## config.mk

```make
export PLATFORM = sky130hd
export DESIGN_NAME = result_chain
export DESIGN_NICKNAME = d
export VERILOG_FILES = /design/src/rtl/result_chain_pkg.sv /design/src/rtl/chain_cell.sv /design/src/rtl/drain_ctrl.sv /design/src/rtl/result_chain.sv
export SDC_FILE = /design/constraint.sdc
export NUM_CORES = 1
export LEC_CHECK = 0
export BUFFER_PORTS_ARGS = -buffer_cell sky130_fd_sc_hd__clkbuf_2
export CORE_MARGIN = 2
export CORE_UTILIZATION = 48
export CTS_CLUSTER_SIZE = 40
export DETAILED_ROUTE_END_ITERATION = 8
export GPL_ROUTABILITY_DRIVEN = 0
export HOLD_SLACK_MARGIN = 0.12
export PLACE_DENSITY = 0.66
export SLEW_MARGIN = 5
export SYNTH_ARGS = -nofsm -noshare
export SYNTH_HDL_FRONTEND = slang
export SYNTH_SLANG_ARGS = --single-unit
```

## constraint.sdc

```tcl
create_clock -name clk -period 4.6 [get_ports clk]
set_input_delay 0.23 -clock clk [delete_from_list [all_inputs] [get_ports clk]]
set_output_delay 0.23 -clock clk [all_outputs]
set_load 0.02 [all_outputs]
```

## src/rtl/result_chain_pkg.sv

```systemverilog
package result_chain_pkg;
  function automatic int idx_bits(input int n);
    return (n > 1) ? $clog2(n) : 1;
  endfunction
  function automatic int cnt_bits(input int n);
    return $clog2(n + 1);
  endfunction
endpackage

```

## src/rtl/chain_cell.sv

```systemverilog
module chain_cell #(
  parameter int DATA_W = 8,
  parameter int ACC_W  = 16,
  parameter int IDX_W  = 2,
  parameter int MY_IDX = 0
) (
  input  logic              clk,
  input  logic              rst,
  input  logic              smp_valid,
  input  logic [DATA_W-1:0] smp_data,
  input  logic              capture,
  input  logic              shift,
  input  logic [ACC_W-1:0]  up_res,
  input  logic [IDX_W-1:0]  up_tag,
  output logic [ACC_W-1:0]  res,
  output logic [IDX_W-1:0]  tag
);
  logic [ACC_W-1:0] acc_q;
  logic [ACC_W-1:0] smp_ext;

  assign smp_ext = ACC_W'(smp_data);

  // Running sum: restarts on capture, otherwise adds valid samples.
  always_ff @(posedge clk) begin
    if (rst) begin
      acc_q <= '0;
    end else if (capture) begin
      acc_q <= smp_valid ? smp_ext : '0;
    end else if (smp_valid) begin
      acc_q <= acc_q + smp_ext;
    end
  end

  // Hand-off register: synchronous reset keeps it a discrete flop stage.
  always_ff @(posedge clk) begin
    if (rst) begin
      res <= '0;
      tag <= '0;
    end else if (capture) begin
      res <= acc_q;
      tag <= IDX_W'(MY_IDX);
    end else if (shift) begin
      res <= up_res;
      tag <= up_tag;
    end
  end
endmodule

```

## src/rtl/drain_ctrl.sv

```systemverilog
module drain_ctrl #(
  parameter int NUM_PE = 4,
  parameter int CNT_W  = 3
) (
  input  logic clk,
  input  logic rst,
  input  logic collect,
  input  logic out_ready,
  output logic capture,
  output logic shift,
  output logic busy
);
  logic [CNT_W-1:0] left_q;

  assign busy    = (left_q != '0);
  assign capture = collect && !busy;
  assign shift   = busy && out_ready;

  always_ff @(posedge clk) begin
    if (rst) begin
      left_q <= '0;
    end else if (capture) begin
      left_q <= CNT_W'(NUM_PE);
    end else if (shift) begin
      left_q <= left_q - 1'b1;
    end
  end
endmodule

```

## src/rtl/result_chain.sv

```systemverilog
module result_chain #(
  parameter int NUM_PE = 4,
  parameter int DATA_W = 8,
  parameter int ACC_W  = 16,
  localparam int IDX_W = result_chain_pkg::idx_bits(NUM_PE)
) (
  input  logic                     clk,
  input  logic                     rst,
  input  logic [NUM_PE-1:0]        in_valid,
  input  logic [NUM_PE*DATA_W-1:0] in_data,
  input  logic                     collect,
  output logic                     busy,
  output logic                     out_valid,
  input  logic                     out_ready,
  output logic [ACC_W-1:0]         out_data,
  output logic [IDX_W-1:0]         out_index
);
  localparam int CNT_W = result_chain_pkg::cnt_bits(NUM_PE);

  logic capture, shift;
  logic [ACC_W-1:0] link_res [NUM_PE];
  logic [IDX_W-1:0] link_tag [NUM_PE];

  drain_ctrl #(.NUM_PE(NUM_PE), .CNT_W(CNT_W)) u_ctrl (
    .clk(clk), .rst(rst), .collect(collect), .out_ready(out_ready),
    .capture(capture), .shift(shift), .busy(busy)
  );

  for (genvar g = 0; g < NUM_PE; g++) begin : g_cell
    logic [ACC_W-1:0] up_res;
    logic [IDX_W-1:0] up_tag;
    if (g == 0) begin : g_head
      assign up_res = '0;
      assign up_tag = '0;
    end else begin : g_link
      assign up_res = link_res[g-1];
      assign up_tag = link_tag[g-1];
    end
    chain_cell #(.DATA_W(DATA_W), .ACC_W(ACC_W), .IDX_W(IDX_W), .MY_IDX(g)) u_cell (
      .clk(clk), .rst(rst),
      .smp_valid(in_valid[g]), .smp_data(in_data[g*DATA_W +: DATA_W]),
      .capture(capture), .shift(shift),
      .up_res(up_res), .up_tag(up_tag),
      .res(link_res[g]), .tag(link_tag[g])
    );
  end

  assign out_valid = busy;
  assign out_data  = link_res[NUM_PE-1];
  assign out_index = link_tag[NUM_PE-1];
endmodule

```

After elaboration in Yosys (flattened, before gate mapping)
Index checks and enable logic that the tools add are counted.
Cells by class
  reductions and logical operators: 10
  muxes and demuxes: 28
  $add $sub $neg: 5
Operators by type and width (number)
  $mux 16: 16
  $add 16x8->16: 4
  $mux 8: 4
  $reduce_bool 2->1: 5
  $mux 2: 4
  $mux 3: 2
  $reduce_bool 3->1: 1
  $sub 3x1->3 const B: 1
  $logic_and 1x1->1: 2
  $mux 1: 2
  $reduce_or 2->1: 1
  $logic_not 1->1: 1
Word-level totals
  register bits: 136
  logic and storage cells: 57

Depth between registers and ports, before layout
  depth in word-level cells: 4
  mapped depth: 11
  gate-level depth less buffers: 8

Cells and area by module
From an unflattened synthesis, not the netlist that was laid out.
Unflattened totals
  cell total of the unflattened synthesis: 880
  area, all modules: 7490.9 um^2
By module, submodules not included
  chain_cell at g_cell[1].u_cell ...: cells each 215, area each 1821.7 um^2, instances 2
  chain_cell at g_cell[0].u_cell: cells each 212, area each 1830.5 um^2, instances 1
  chain_cell at g_cell[3].u_cell: cells each 214, area each 1818.0 um^2, instances 1
  drain_ctrl: cells each 22, area each 187.7 um^2, instances 1
  result_chain: cells each 2, area each 11.3 um^2, instances 1

Least setup slack after synthesis
OpenSTA, ideal clock, no wires.
  kind: register -> register
  start: reg g_cell[3].u_cell.acc_q[0]
  end: reg g_cell[3].u_cell.acc_q[10]
  path slack: 2500 ps
  buffers on the path: 0
  data required time: 4472 ps
  arrival time: 1972 ps
  setup time: 128 ps
  period minus slack after synthesis: 2100 ps
  stages on the path, launching flop included: 8
  path through: dfxtp_1 -> ha_1 -> fa_1 -> a21o_1 -> a221oi_1 -> a211oi_1 -> xnor2_1 -> nor2_1
On the way
  cells in the longest elaborated chain, start to end: 3
RTL lines
  from (decl): line chain_cell.sv:18  | logic [ACC_W-1:0] acc_q;
  from (signal assigned): line chain_cell.sv:28  | acc_q <= smp_valid ? smp_ext : '0;
  from (signal assigned): line chain_cell.sv:30  | acc_q <= acc_q + smp_ext;
  $add 16x8->16: line chain_cell.sv:30
  $mux 16: line chain_cell.sv:29  | end else if (smp_valid) begin
  $mux 16: line chain_cell.sv:27  | end else if (capture) begin
No other way between the ends. The select of a mux whose other input is x is not followed.
A chain may end at the register's enable or synchronous reset.

Worst setup path after layout
  start: reg g_cell[0].u_cell.acc_q[0]
  end: reg g_cell[0].u_cell.acc_q[10]
On the way
  cells in the longest elaborated chain, start to end: 3
RTL lines (line)
  from (decl): chain_cell.sv:18
  from (signal assigned): chain_cell.sv:28
  from (signal assigned): chain_cell.sv:30
  $add 16x8->16: chain_cell.sv:30
  $mux 16: chain_cell.sv:29
  $mux 16: chain_cell.sv:27
No other way between the ends. The select of a mux whose other input is x is not followed.

==> impl_results.md <==
* Status: completed
* Sequential standard cell area at 0.00270 mm2
* CTS tree: done
* PortBufs at 59
* M2 GR Usage at 36.5%
* Largest stage delay, worst path at 0.70 ns
* Min Tclk post-route at 2.44 ns
* Clock Path Buffers at 2
* Vias per cell at 5.73
* Number of synthesized flops with an enable pin at 0
* WHS Path Cells at 3
* Footprint of the multi-input gates at 0.00420 mm2
* ANT nets after route at 0
* Ant diodes at 0
* Slew @ Worst Pin at 0.935 ns
* Ports at 60
* Maxcap violations at 0
* Delay-heaviest family, CP: compound AO/OA/AOI/OAI gates
* Min-delay src: in_data[19]
* Worst path cell trace: ha_1, fa_1, a21o_1, a221oi_1, a211oi_1, xnor2_1, nor2_1
* Post-route DRC at 0
* Grt total ovfl at 0
* Top Usage Layer GRT: met2
* Row Count at 44
* Pwr dens at 555 mW/mm2
* Crit Path Category: reg2reg
* WL final at 17600 um
* Setup TNS at 0 ns
* Slew headroom at 37.7%
* Yosys top cell area share at 37.7%
* Initial antenna violation count at 0
* Final Slew Violations at 0
* Most area-hungry cell type in the Yosys netlist: dfxtp_1
* Synth Register Bits at 135
* Worst reg2reg endpoint: g_cell[0].u_cell.acc_q[10]$_SDFFE_PP0P_
* Critical Path Slowest Stage Cell: a221oi_1
* CTS Root Cell: clkbuf_16
* Worst VDD drop at 0.321 mV
* Post-synthesis cell area at 0.00717 mm2
* Core area at 0.0145 mm2
* Combined global-route utilization of all metal layers at 22.6%
* Setup slack, reg-to-reg at 2.16 ns
* PostCTS Resize Cnt at 0
* Post-synth top flop: dfxtp_1
* DR iter-0 viols at 416
* Initial core utilization at 49.3%
* Reg2reg start: g_cell[0].u_cell.acc_q[0]$_SDFFE_PP0P_
* Number of global-route vias before repair at 6072
* H-Tree Level Count at 4
* Die height at 126 um
* Final Hold Viols at 0
* DRT Pass-1 Iters at 5
* Syn Nets at 988
* Die X at 126 um
* Fill cells at 1375
* Hold Crit Class: in2reg
* Ranking of synthesized cells by area: dfxtp_1 38%, nand2_1 11%, a311oi_1 6.1%, ha_1 5.9%, a21oi_1 5.0%
* Yosys cell types at 56
* Largest net degree at the start of global routing at 87
* Die area at 0.0159 mm2
* WL per Instance at 15.4 um
* Worst-case hold path end point: g_cell[2].u_cell.acc_q[3]$_SDFFE_PP0P_
* WP data arrival at 2.74 ns
* Clk slew on worst S/H paths at 0.06 ns
* Vias at 6560
* Worst skew pair latency at 0.42 ns
* First-pass GRT wire length at 29700 um
* WP data required at 4.90 ns
* Ys async rst share at 0%
* Layout cell share with drive strength beyond 1 at 11.8%
* Clk_skew at 0.00638 ns
* Num CTS Buffers at 17
* Worst Path Buf+Inv at 0
* Max FO, Critical Path at 5
* Hold Slack at 0.131 ns
* Final setup vio count at 0
* Maximum operating frequency at 410 MHz
* RSZ-0062 raised after global routing: no
* Crit end category: flop
* Dpl hpwl at 11800 um
* Met3 usage at 4.46%
* Final #Nets at 1026
* Global-route track usage on met1 at 31.0%
* Pleak at 3.24 nW
* Seq/Total Area, Yosys at 37.7%
* Syn. warnings at 0
* Mean Syn Cell Area at 7.88 um2
* Clock Sinks at 135
* Area Growth Syn to Fin at 16.1%
* Worst Setup Start Kind: flop
* Worst r2r path cells at 7
* Cells after Synth at 910
* Final period util at 53.1%
==> layout by cell type, fill, tap and decap left out, drive strengths merged, types with 9 or more instances in the layout <==
cell type,instances
a22oi,9
a21oi,73
xnor2,23
clkbuf,79
nor3,11
a21o,12
buf,9
a211oi,22
inv,15
or3,13
a31oi,12
dfxtp,135
ha,34
and3,11
a311oi,50
dlygate4sd3,10
nand3,26
nor2,91
o21ai,15
nand2,209
==> stage by stage <==
stage | power (mW) | setup slack (ns) | cell area [um2] | std cells | utilization (%)
5_1_grt | 4.92 | 1.95 | 8320 | 1145 | 57.3
2_1_floorplan | 2.69 | 2.50 | 7170 | 910 | -
3_3_place_gp | 3.07 | 2.15 | 7550 | 1103 | 52.0
4_1_cts | 4.64 | 2.13 | 8320 | 1145 | 57.3
6_report | 4.62 | 2.16 | 8320 | 1145 | 57.3
3_5_place_dp | 3.09 | 2.14 | 7550 | 1103 | 52.0
==> logic make-up (layout without fill, tap and decap cells) <==
kind of cell | count (synthesis) | count (layout) | share of synthesized area, %
multiplexers | 8 | 8 | 1.12
AO/OA/AOI/OAI | 243 | 243 | 24.0
buffers and inverters | 72 | 123 | 3.88
adder cells (fa/ha/maj) | 38 | 38 | 7.05
XOR/XNOR | 25 | 25 | 3.06
AND/OR/NAND/NOR | 389 | 389 | 23.2
flip-flops | 135 | 135 | 37.7
==> state kept, by name, indices dropped and copies added, names as in the netlist <==
| signal | flops |
|---|---|
| g_cell.u_cell.res | 64 |
| g_cell.u_cell.tag | 4 |
| u_ctrl.left_q | 3 |
| g_cell.u_cell.acc_q | 64 |
==> tightest hold or removal path, stage by stage <==
cell,delay [ns]
clkbuf_2,0.10
nand3_1,0.08
a31oi_1,0.08
==> power by group <==
part / internal (mW) / switching, mW / total, mW
clock: 1.03 / 0.511 / 1.54
sequential: 1.39 / 0.148 / 1.53
combinational: 0.537 / 1.01 / 1.54
total: 2.96 / 1.67 / 4.62
==> final cells by class <==
cell class | count | share of cell area, %
Timing Repair Buffer | 77 | 5.62
Clock buffer | 21 | 5.41
Multi-Input combinational cell | 703 | 50.5
Sequential cell | 135 | 32.5
Tap cell | 184 | 2.77
Clock inverter | 11 | 2.63
Inverter | 14 | 0.631
==> cell usage after synthesis, types with 9 or more instances <==
master / count
nand2_1: 209
dfxtp_1: 135
nor2_1: 91
a21oi_1: 72
a311oi_1: 50
clkbuf_1: 45
ha_1: 34
nand3_1: 25
xnor2_1: 23
a211oi_1: 22
o21ai_0: 15
inv_1: 14
or3_1: 13
a21o_1: 12
a31oi_1: 12
and3_1: 11
nor3_1: 11
a22oi_1: 9
buf_1: 9
==> how the worst max path moves through the flow <==
stage	start	to	slack, ns	depth (start not counted)
after floorplan	g_cell[3].u_cell.acc_q[0]$_SDFFE_PP0P_	g_cell[3].u_cell.acc_q[10]$_SDFFE_PP0P_	2.50	7
after global placement	in_data[24]	g_cell[3].u_cell.acc_q[10]$_SDFFE_PP0P_	2.15	8
after detailed placement	in_data[24]	g_cell[3].u_cell.acc_q[12]$_SDFFE_PP0P_	2.14	8
after CTS	g_cell[3].u_cell.acc_q[0]$_SDFFE_PP0P_	g_cell[3].u_cell.acc_q[8]$_SDFFE_PP0P_	2.13	7
after global routing	u_ctrl.left_q[0]$_SDFFE_PP0P_	g_cell[3].u_cell.acc_q[13]$_SDFFE_PP0P_	1.95	8
final	g_cell[0].u_cell.acc_q[0]$_SDFFE_PP0P_	g_cell[0].u_cell.acc_q[10]$_SDFFE_PP0P_	2.16	7
==> routing by layer <==
layer,vias up,routed length (um),part of all wire [%]
met5,-,0,0
met4,0,140,0.80
met3,12,735,4.2
met2,141,7980,45
met1,3044,8750,50
li1,3363,-,-
==> repair_timing <==
item | in CTS | in global routing
endpoints found under the hold margin | 10 | 0
endpoints found under the setup margin | 0 | 0
hold buffers | 10 | 0
setup buffers | 0 | 0
Power figures use the tool's default switching activity.
